--- src/rtl/upd_entry_pkg.sv ---
package upd_entry_pkg;
  typedef enum logic [1:0] {
    ST_IDLE,
    ST_PRE,
    ST_WAVE,
    ST_POST
  } seqStateT;

  typedef struct packed {
    logic drive;     // lines owned by the sequencer
    logic tick;      // one-cycle tick enable
    logic waveOn;    // wave phase active
    logic waveStart; // clear wave counters on this edge
  } seqCtrlT;
endpackage

--- src/rtl/upd_entry_ctrl.sv ---
module upd_entry_ctrl
  import upd_entry_pkg::*;
#(
  parameter int CLK_PER_TICK = 50,
  parameter int PRE_TICKS    = 5000,
  parameter int WAVE_TICKS   = 50000,
  parameter int POST_TICKS   = 10000
) (
  input  logic    clk,
  input  logic    rstN,
  input  logic    start,
  output seqCtrlT ctrlBus,
  output logic    donePulse
);
  localparam int PS_W  = $clog2(CLK_PER_TICK + 1);
  localparam int MAX_T = (PRE_TICKS > WAVE_TICKS) ?
                         ((PRE_TICKS > POST_TICKS) ? PRE_TICKS : POST_TICKS) :
                         ((WAVE_TICKS > POST_TICKS) ? WAVE_TICKS : POST_TICKS);
  localparam int PH_W  = $clog2(MAX_T + 1);

  seqStateT        stateQ;
  logic [PS_W-1:0] preCnt;
  logic [PH_W-1:0] phCnt;
  logic [PH_W-1:0] phLen;
  logic            busy;
  logic            tickNow;
  logic            phLast;
  logic            doneQ;

  assign busy    = (stateQ != ST_IDLE);
  assign tickNow = busy && (preCnt == PS_W'(CLK_PER_TICK - 1));

  always_comb begin
    case (stateQ)
      ST_PRE:  phLen = PH_W'(PRE_TICKS);
      ST_WAVE: phLen = PH_W'(WAVE_TICKS);
      default: phLen = PH_W'(POST_TICKS);
    endcase
  end

  assign phLast = (phCnt == phLen - PH_W'(1));

  always_ff @(posedge clk or negedge rstN) begin
    if (!rstN) begin
      stateQ <= ST_IDLE;
      preCnt <= '0;
      phCnt  <= '0;
      doneQ  <= 1'b0;
    end else begin
      doneQ <= 1'b0;
      if (stateQ == ST_IDLE) begin
        preCnt <= '0;
        phCnt  <= '0;
        if (start) stateQ <= ST_PRE;
      end else begin
        preCnt <= tickNow ? '0 : preCnt + PS_W'(1);
        if (tickNow) begin
          if (phLast) begin
            phCnt <= '0;
            case (stateQ)
              ST_PRE:  stateQ <= ST_WAVE;
              ST_WAVE: stateQ <= ST_POST;
              default: begin
                stateQ <= ST_IDLE;
                doneQ  <= 1'b1;
              end
            endcase
          end else begin
            phCnt <= phCnt + PH_W'(1);
          end
        end
      end
    end
  end

  assign ctrlBus.drive     = busy;
  assign ctrlBus.tick      = tickNow;
  assign ctrlBus.waveOn    = (stateQ == ST_WAVE);
  assign ctrlBus.waveStart = tickNow && phLast && (stateQ == ST_PRE);
  assign donePulse         = doneQ;
endmodule

--- src/rtl/upd_entry_wave.sv ---
module upd_entry_wave
  import upd_entry_pkg::*;
#(
  parameter int SLOW_PERIOD = 10,
  parameter int FAST_PERIOD = 5
) (
  input  logic    clk,
  input  logic    rstN,
  input  seqCtrlT ctrlBus,
  input  logic    sclIn,
  input  logic    sdaIn,
  output logic    sclOut,
  output logic    sdaOut
);
  localparam int SW = $clog2(SLOW_PERIOD + 1);
  localparam int FW = $clog2(FAST_PERIOD + 1);

  logic [SW-1:0] slowCnt;
  logic [FW-1:0] fastCnt;
  logic          sclWave;
  logic          sdaWave;

  always_ff @(posedge clk or negedge rstN) begin
    if (!rstN) begin
      slowCnt <= '0;
      fastCnt <= '0;
    end else if (ctrlBus.waveStart) begin
      slowCnt <= '0;
      fastCnt <= '0;
    end else if (ctrlBus.waveOn && ctrlBus.tick) begin
      slowCnt <= (slowCnt == SW'(SLOW_PERIOD - 1)) ? '0 : slowCnt + SW'(1);
      fastCnt <= (fastCnt == FW'(FAST_PERIOD - 1)) ? '0 : fastCnt + FW'(1);
    end
  end

  assign sclWave = (slowCnt < SW'(SLOW_PERIOD / 2));
  assign sdaWave = !(fastCnt < FW'(FAST_PERIOD / 2));

  assign sclOut = ctrlBus.drive ? (ctrlBus.waveOn & sclWave) : sclIn;
  assign sdaOut = ctrlBus.drive ? (ctrlBus.waveOn & sdaWave) : sdaIn;
endmodule

--- src/rtl/upd_entry_seq.sv ---
module upd_entry_seq
  import upd_entry_pkg::*;
#(
  parameter int CLK_PER_TICK = 50,
  parameter int SLOW_PERIOD  = 10,
  parameter int FAST_PERIOD  = 5,
  parameter int PRE_TICKS    = 5000,
  parameter int WAVE_TICKS   = 50000,
  parameter int POST_TICKS   = 10000
) (
  input  logic clk,
  input  logic rstN,
  input  logic start,
  input  logic sclIn,
  input  logic sdaIn,
  output logic sclOut,
  output logic sdaOut,
  output logic done
);
  seqCtrlT ctrlBus;

  upd_entry_ctrl #(
    .CLK_PER_TICK(CLK_PER_TICK),
    .PRE_TICKS   (PRE_TICKS),
    .WAVE_TICKS  (WAVE_TICKS),
    .POST_TICKS  (POST_TICKS)
  ) ctrlInst (
    .clk      (clk),
    .rstN     (rstN),
    .start    (start),
    .ctrlBus  (ctrlBus),
    .donePulse(done)
  );

  upd_entry_wave #(
    .SLOW_PERIOD(SLOW_PERIOD),
    .FAST_PERIOD(FAST_PERIOD)
  ) waveInst (
    .clk    (clk),
    .rstN   (rstN),
    .ctrlBus(ctrlBus),
    .sclIn  (sclIn),
    .sdaIn  (sdaIn),
    .sclOut (sclOut),
    .sdaOut (sdaOut)
  );
endmodule

--- config.mk ---
export PLATFORM = sky130hd
export DESIGN_NAME = upd_entry_seq
export DESIGN_NICKNAME = d
export VERILOG_FILES = /design/src/rtl/upd_entry_pkg.sv /design/src/rtl/upd_entry_ctrl.sv /design/src/rtl/upd_entry_wave.sv /design/src/rtl/upd_entry_seq.sv
export SDC_FILE = /design/constraint.sdc
export NUM_CORES = 1
export LEC_CHECK = 0
export CORE_ASPECT_RATIO = 1.5
export CORE_MARGIN = 10
export CORE_UTILIZATION = 35
export CTS_BUF_LIST = sky130_fd_sc_hd__clkbuf_16
export DETAILED_ROUTE_END_ITERATION = 6
export HOLD_SLACK_MARGIN = 0.03
export SLEW_MARGIN = 40
export SYNTH_ARGS = -nofsm -noshare
export SYNTH_HDL_FRONTEND = slang
export SYNTH_SLANG_ARGS = --single-unit
export TNS_END_PERCENT = 20
--- constraint.sdc ---
create_clock -name clk -period 2.6 [get_ports clk]
set_clock_uncertainty 0.15 [all_clocks]
set_input_delay 0.26 -clock clk [delete_from_list [all_inputs] [get_ports clk]]
set_output_delay 0.26 -clock clk [all_outputs]
set_load 0.005 [all_outputs]
After elaboration in Yosys (flattened, before gate mapping)
Index checks and enable logic that the tools add are counted.
Widths: inputs -> output; s select.
- $add $sub $neg: 5
- order comparisons: 2
- equal/unequal tests: 7
- muxes and demuxes: 23
- bitwise gates (word level): 2
- reduce and logical (&&, ||, !) cells: 12
- operator list (operator ; number):
    $mux 16 ; 3
    $pmux 16 s2 ; 1
    $add 16x1->16 const B ; 1
    $eq 16x16->1 ; 1
    $sub 16x1->16 const B ; 1
    $mux 4 ; 3
    $mux 6 ; 2
    $mux 3 ; 3
    $mux 2 ; 4
    $reduce_bool 2->1 ; 4
    $add 6x1->6 const B ; 1
    $eq 6x6->1 const B ; 1
    $mux 1 ; 6
    $add 4x1->4 const B ; 1
    $eq 4x4->1 const B ; 1
    $logic_and 1x1->1 ; 4
    $lt 4x3->1 const B ; 1
    $pmux 2 s2 ; 1
    $add 3x1->3 const B ; 1
    $eq 3x3->1 const B ; 1
    $lt 3x2->1 const B ; 1
    $reduce_and 3->1 ; 1
    $and 1x1->1 ; 2
    $eq 2x1->1 const B ; 1
    other kinds (5) ; 5
- bits in registers: 32
- output and inout port bits: 3

Longest topological paths before layout
- depth in word-level cells: 7
- depth in mapped cells: 9
- gate-level depth less buffers: 7

Hierarchy
Synthesis repeated with hierarchy kept, for this count alone.
- cell total of the unflattened synthesis: 194
- area total of the unflattened synthesis: 1828.0 um2
- modules (own cells, without submodules) (module ; instances ; cells each ; area an instance (um2) ; sequential area each (um2)):
    upd_entry_ctrl ; 1 ; 149 ; 1425.1 ; 625.6
    upd_entry_wave ; 1 ; 45 ; 402.9 ; 175.2

Worst setup path before layout
OpenSTA, ideal clock, no wires.
- path type: register -> register
- from: reg ctrlInst.stateQ[1]
- to: reg ctrlInst.phCnt[9]
- setup time: 0.126 ns
- data arrival time: 2.109 ns
- path slack: 0.215 ns
- stages on the path, launching flop included: 10
- clock period less this slack: 2.385 ns
- path through: dfrtp_1 inv_1 ha_1 buf_6 or4b_4 a22oi_2 and3_1 buf_6 nor4b_1 a311o_1
- longest elaborated chain between the ends: 7
- ends and longest elaborated chain (element ; line ; text):
    from (decl) ; upd_entry_ctrl.sv:21 ; seqStateT stateQ;
    from (signal assigned) ; upd_entry_ctrl.sv:45 ; stateQ <= ST_IDLE;
    from (signal assigned) ; upd_entry_ctrl.sv:54 ; if (start) stateQ <= ST_PRE;
    from (signal assigned) ; upd_entry_ctrl.sv:61 ; ST_PRE: stateQ <= ST_WAVE;
    $eq 2x2->1 / $eq 2x1->1 (equally long branches) ; upd_entry_ctrl.sv:34 ; case (stateQ)
    $pmux 16 s2 ; upd_entry_ctrl.sv:34 ;
    $sub 16x1->16 ; upd_entry_ctrl.sv:41 ; assign phLast = (phCnt == phLen - PH_W'(1));
    $eq 16x16->1 ; upd_entry_ctrl.sv:41 ;
    $mux 16 ; upd_entry_ctrl.sv:58 ; if (phLast) begin
    $mux 16 ; upd_entry_ctrl.sv:57 ; if (tickNow) begin
    $mux 16 ; upd_entry_ctrl.sv:51 ; if (stateQ == ST_IDLE) begin
    to (signal assigned) ; upd_entry_ctrl.sv:69 ; phCnt <= phCnt + PH_W'(1);
    to (decl) ; upd_entry_ctrl.sv:23 ; logic [PH_W-1:0] phCnt;
Several ways; a longest one is shown, not always the timed one. The select of a mux whose other input is x is not followed.
A chain may end at the register's enable or synchronous reset.

Worst setup path in the final report
- from: reg ctrlInst.stateQ[1]
- to: reg ctrlInst.stateQ[0]
- longest elaborated chain between the ends: 6
- ends and longest elaborated chain (element ; line):
    $eq 2x2->1 / $eq 2x1->1 (equally long branches) ; upd_entry_ctrl.sv:34, upd_entry_ctrl.sv:60
    $pmux 16 s2 ; upd_entry_ctrl.sv:34
    $sub 16x1->16 ; upd_entry_ctrl.sv:41
    $eq 16x16->1 ; upd_entry_ctrl.sv:41
    $reduce_bool 2->1 (no line) ; -
    $reduce_and 3->1 (no line) ; -
Several ways; a longest one is shown, not always the timed one. The select of a mux whose other input is x is not followed.

==> impl_metrics.tcl <==
set metrics [dict create \
    status "completed" \
    ant_nets 0 \
    routed_via_density 5.58 \
    grt_start_max_net_pins 33 \
    fin_cells 310 \
    setup_viol 0 \
    end_kind "flop" \
    synth_edf_count 0 \
    syn_area_sq_mm 0.00200 \
    synth_nets 241 \
    start_kind "flop" \
    dieArea_sq_mm 0.00919 \
    power.density_mw_per_mm2 710 \
    gp_congestion 0.907 \
    numCtsBuffers 5 \
    r2r_setup_slack_ns 0.16 \
    cts.clk_slew.worst_paths_ns 0.05 \
    place_ws_ns 0.0506 \
    fin_crit_sh 0.939 \
    grt_util_all_layers 0.108 \
    r2r-end "ctrlInst.stateQ[0]" \
    max_slew_margin 0.629 \
    die_width_um 81.7 \
    finalHoldViolations 0 \
    ys_types 51 \
    drive_gt1_frac 0.117 \
    multi_input_area_sq_mm 0.00110 \
    clk_latency_ns 0.28 \
    fin_tns_setup_ns 0 \
    synth-main-ff-cell "dfrtp_1" \
    grt_pass1_vias 1724 \
    antenna_found_initial 0 \
    dr.pass1.iters 4 \
    fp.dieH_um 113 \
    synth_seq_area_share 0.401 \
    leakagePower_nw 0.985 \
    synth-seq-cells 32 \
    yosys_warnings 0 \
    fin_ws_ns 0.159 \
    max_freq_mhz 410 \
    seqCellArea_sq_um 801 \
    initial_core_util 0.364 \
    drt-total-wl_mm 4.60 \
    final_core_util 0.430 \
    maxCapViolations 0 \
    syn_to_final_growth_pct 18.4 \
    postCtsSetupBuffers 0 \
    ir_drop_v 0.000462 \
    antenna_cells 0 \
    grt-ovfl-total 0 \
    worst-setup-path-type "reg2reg" \
    dr_total_vias 1729 \
    coreArea_sq_mm 0.00549 \
    avgSynthCellArea_sq_um 8.91 \
    final_max_slew_viol_count 0 \
    crit_fanout 5 \
    cts_root_buf "clkbuf_16" \
    post-route-min-period_ns 2.44 \
    dp_hpwl_mm 3.32 \
    cts_htree_levels 2 \
    netlist_instances 224 \
    synthArstFlopShare 1.00 \
    worstPathArrival_ns 2.45 \
    final_nets 256 \
    r2r_cells 8 \
    worst_slew_pin_slew_ns 0.555 \
    ioPinCount 8 \
    wl_per_cell_um 14.8 \
    cts.sinks 32 \
    min_path_type "in2async" \
    dp.cells 302 \
    fillers 537 \
    dr.first_iter.drc_count 75 \
    clockBufferDepth 2 \
    grt_pass1_wl_mm 7.92 \
    cts_tree "yes" \
    required_ns 2.60 \
    portBuffers 7 \
    drc 0 \
    grt_setup_unrepaired "no" \
    rows 33 \
    cts_hold_buffers 0 \
    r2r_start "ctrlInst.stateQ[1]" \
]
placed cells by master (no fill, tap or decap), types with 3 or more instances in the layout:
| cell | count |
|---|---|
| a21oi_1 | 13 |
| a31oi_1 | 5 |
| buf_4 | 13 |
| clkbuf_16 | 5 |
| clkdlybuf4s50_1 | 6 |
| dfrtp_1 | 32 |
| ha_1 | 12 |
| inv_1 | 12 |
| nand2_1 | 26 |
| nand3_1 | 16 |
| nand4_1 | 4 |
| nor2_1 | 13 |
| nor3_1 | 11 |
| nor4b_1 | 3 |
| o21ai_0 | 11 |
| or3_1 | 3 |
| or4_1 | 4 |
| xor2_1 | 6 |
worst max-delay path, stage by stage (launching register included):
cell     delay (ns)
dfrtp_1        0.38
inv_1          0.08
ha_1           0.20
or4b_4         0.54
a22oi_2        0.21
nand3_1        0.25
buf_4          0.24
nor4_1         0.19
nor3_1         0.07
synth_stat cells, types with 3 or more instances:
cell       n  area share
inv_1     11       0.021
or3_1      3      0.0094
dfrtp_1   32        0.40
xor2_1     6       0.026
nor3_1    11       0.028
clkbuf_1   6       0.011
and3_1     3      0.0094
nor4_1     3      0.0094
nor4b_1    3       0.013
ha_1      12       0.075
a31oi_1    5       0.016
a21oi_1   13       0.033
or4_1      4       0.015
nand2_1   26       0.049
nand4_1    4       0.013
o21ai_0   11       0.028
nor2_1    13       0.024
nand3_1   16       0.040
report_power, final:
| part | leakage (nW) | total (mW) | internal [mW] | switching, mW |
|---|---|---|---|---|
| combinational | 0.469 | 0.399 | 0.178 | 0.221 |
| sequential | 0.430 | 0.627 | 0.564 | 0.0624 |
| clock | 0.0850 | 0.653 | 0.446 | 0.207 |
cell type report:
class	instances	area share
well taps	70	0.0371
flip-flops and latches	32	0.339
clock inverters	3	0.0164
inverters	11	0.0175
multi-input cells	169	0.465
repair buffers	20	0.0720
clock buffers	5	0.0529
metrics by stage:
step | hold slack, ns | total power, mW | instance area (sq um)
2_1_floorplan | -0.186 | 0.921 | 2000
3_3_place_gp | 0.337 | 1.03 | 2190
3_5_place_dp | 0.336 | 1.03 | 2190
4_1_cts | 0.255 | 1.70 | 2350
5_1_grt | 0.274 | 1.79 | 2360
6_report | 0.239 | 1.68 | 2360
metal layers:
metal,GRT usage,wire length (um)
met1,0.114,1850
met2,0.190,2490
met3,0.0264,143
met4,0.0490,119
met5,0,0
logic make-up (layout without fill, tap and decap cells):
family                     count (synthesis)  after routing  share of synthesized area
adders and majority gates                 12             12                     0.0752
DFF                                       32             32                      0.401
AOI/OAI and AO/OA                         48             48                      0.159
muxes                                      3              3                     0.0182
and+or+nand+nor                           98             98                      0.260
xor gates and xnor gates                   8              8                     0.0351
buffers and inverters                     23             39                     0.0520
timing repair:
action,4_1_cts,5_1_grt
resized for setup,0,3
setup endpoints to repair,0,14
endpoints found under the hold margin,0,0
flip-flops by register name (all words and copies together) (netlist names):
signal              cells
ctrlInst.donePulse      1
ctrlInst.phCnt         16
ctrlInst.preCnt         6
ctrlInst.stateQ         2
waveInst.fastCnt        3
waveInst.slowCnt        4
worst max-delay path by stage:
stage                        from                 end  cells past startpoint
6_report       ctrlInst.stateQ[1]  ctrlInst.stateQ[0]                      8
3_5_place_dp    ctrlInst.phCnt[0]   ctrlInst.phCnt[9]                      6
4_1_cts         ctrlInst.phCnt[0]   ctrlInst.phCnt[1]                      7
5_1_grt        ctrlInst.stateQ[1]  ctrlInst.stateQ[0]                      8
3_3_place_gp    ctrlInst.phCnt[0]   ctrlInst.phCnt[9]                      6
2_1_floorplan  ctrlInst.stateQ[1]   ctrlInst.phCnt[9]                      9
No activity file was read; power rests on OpenSTA's default activity.
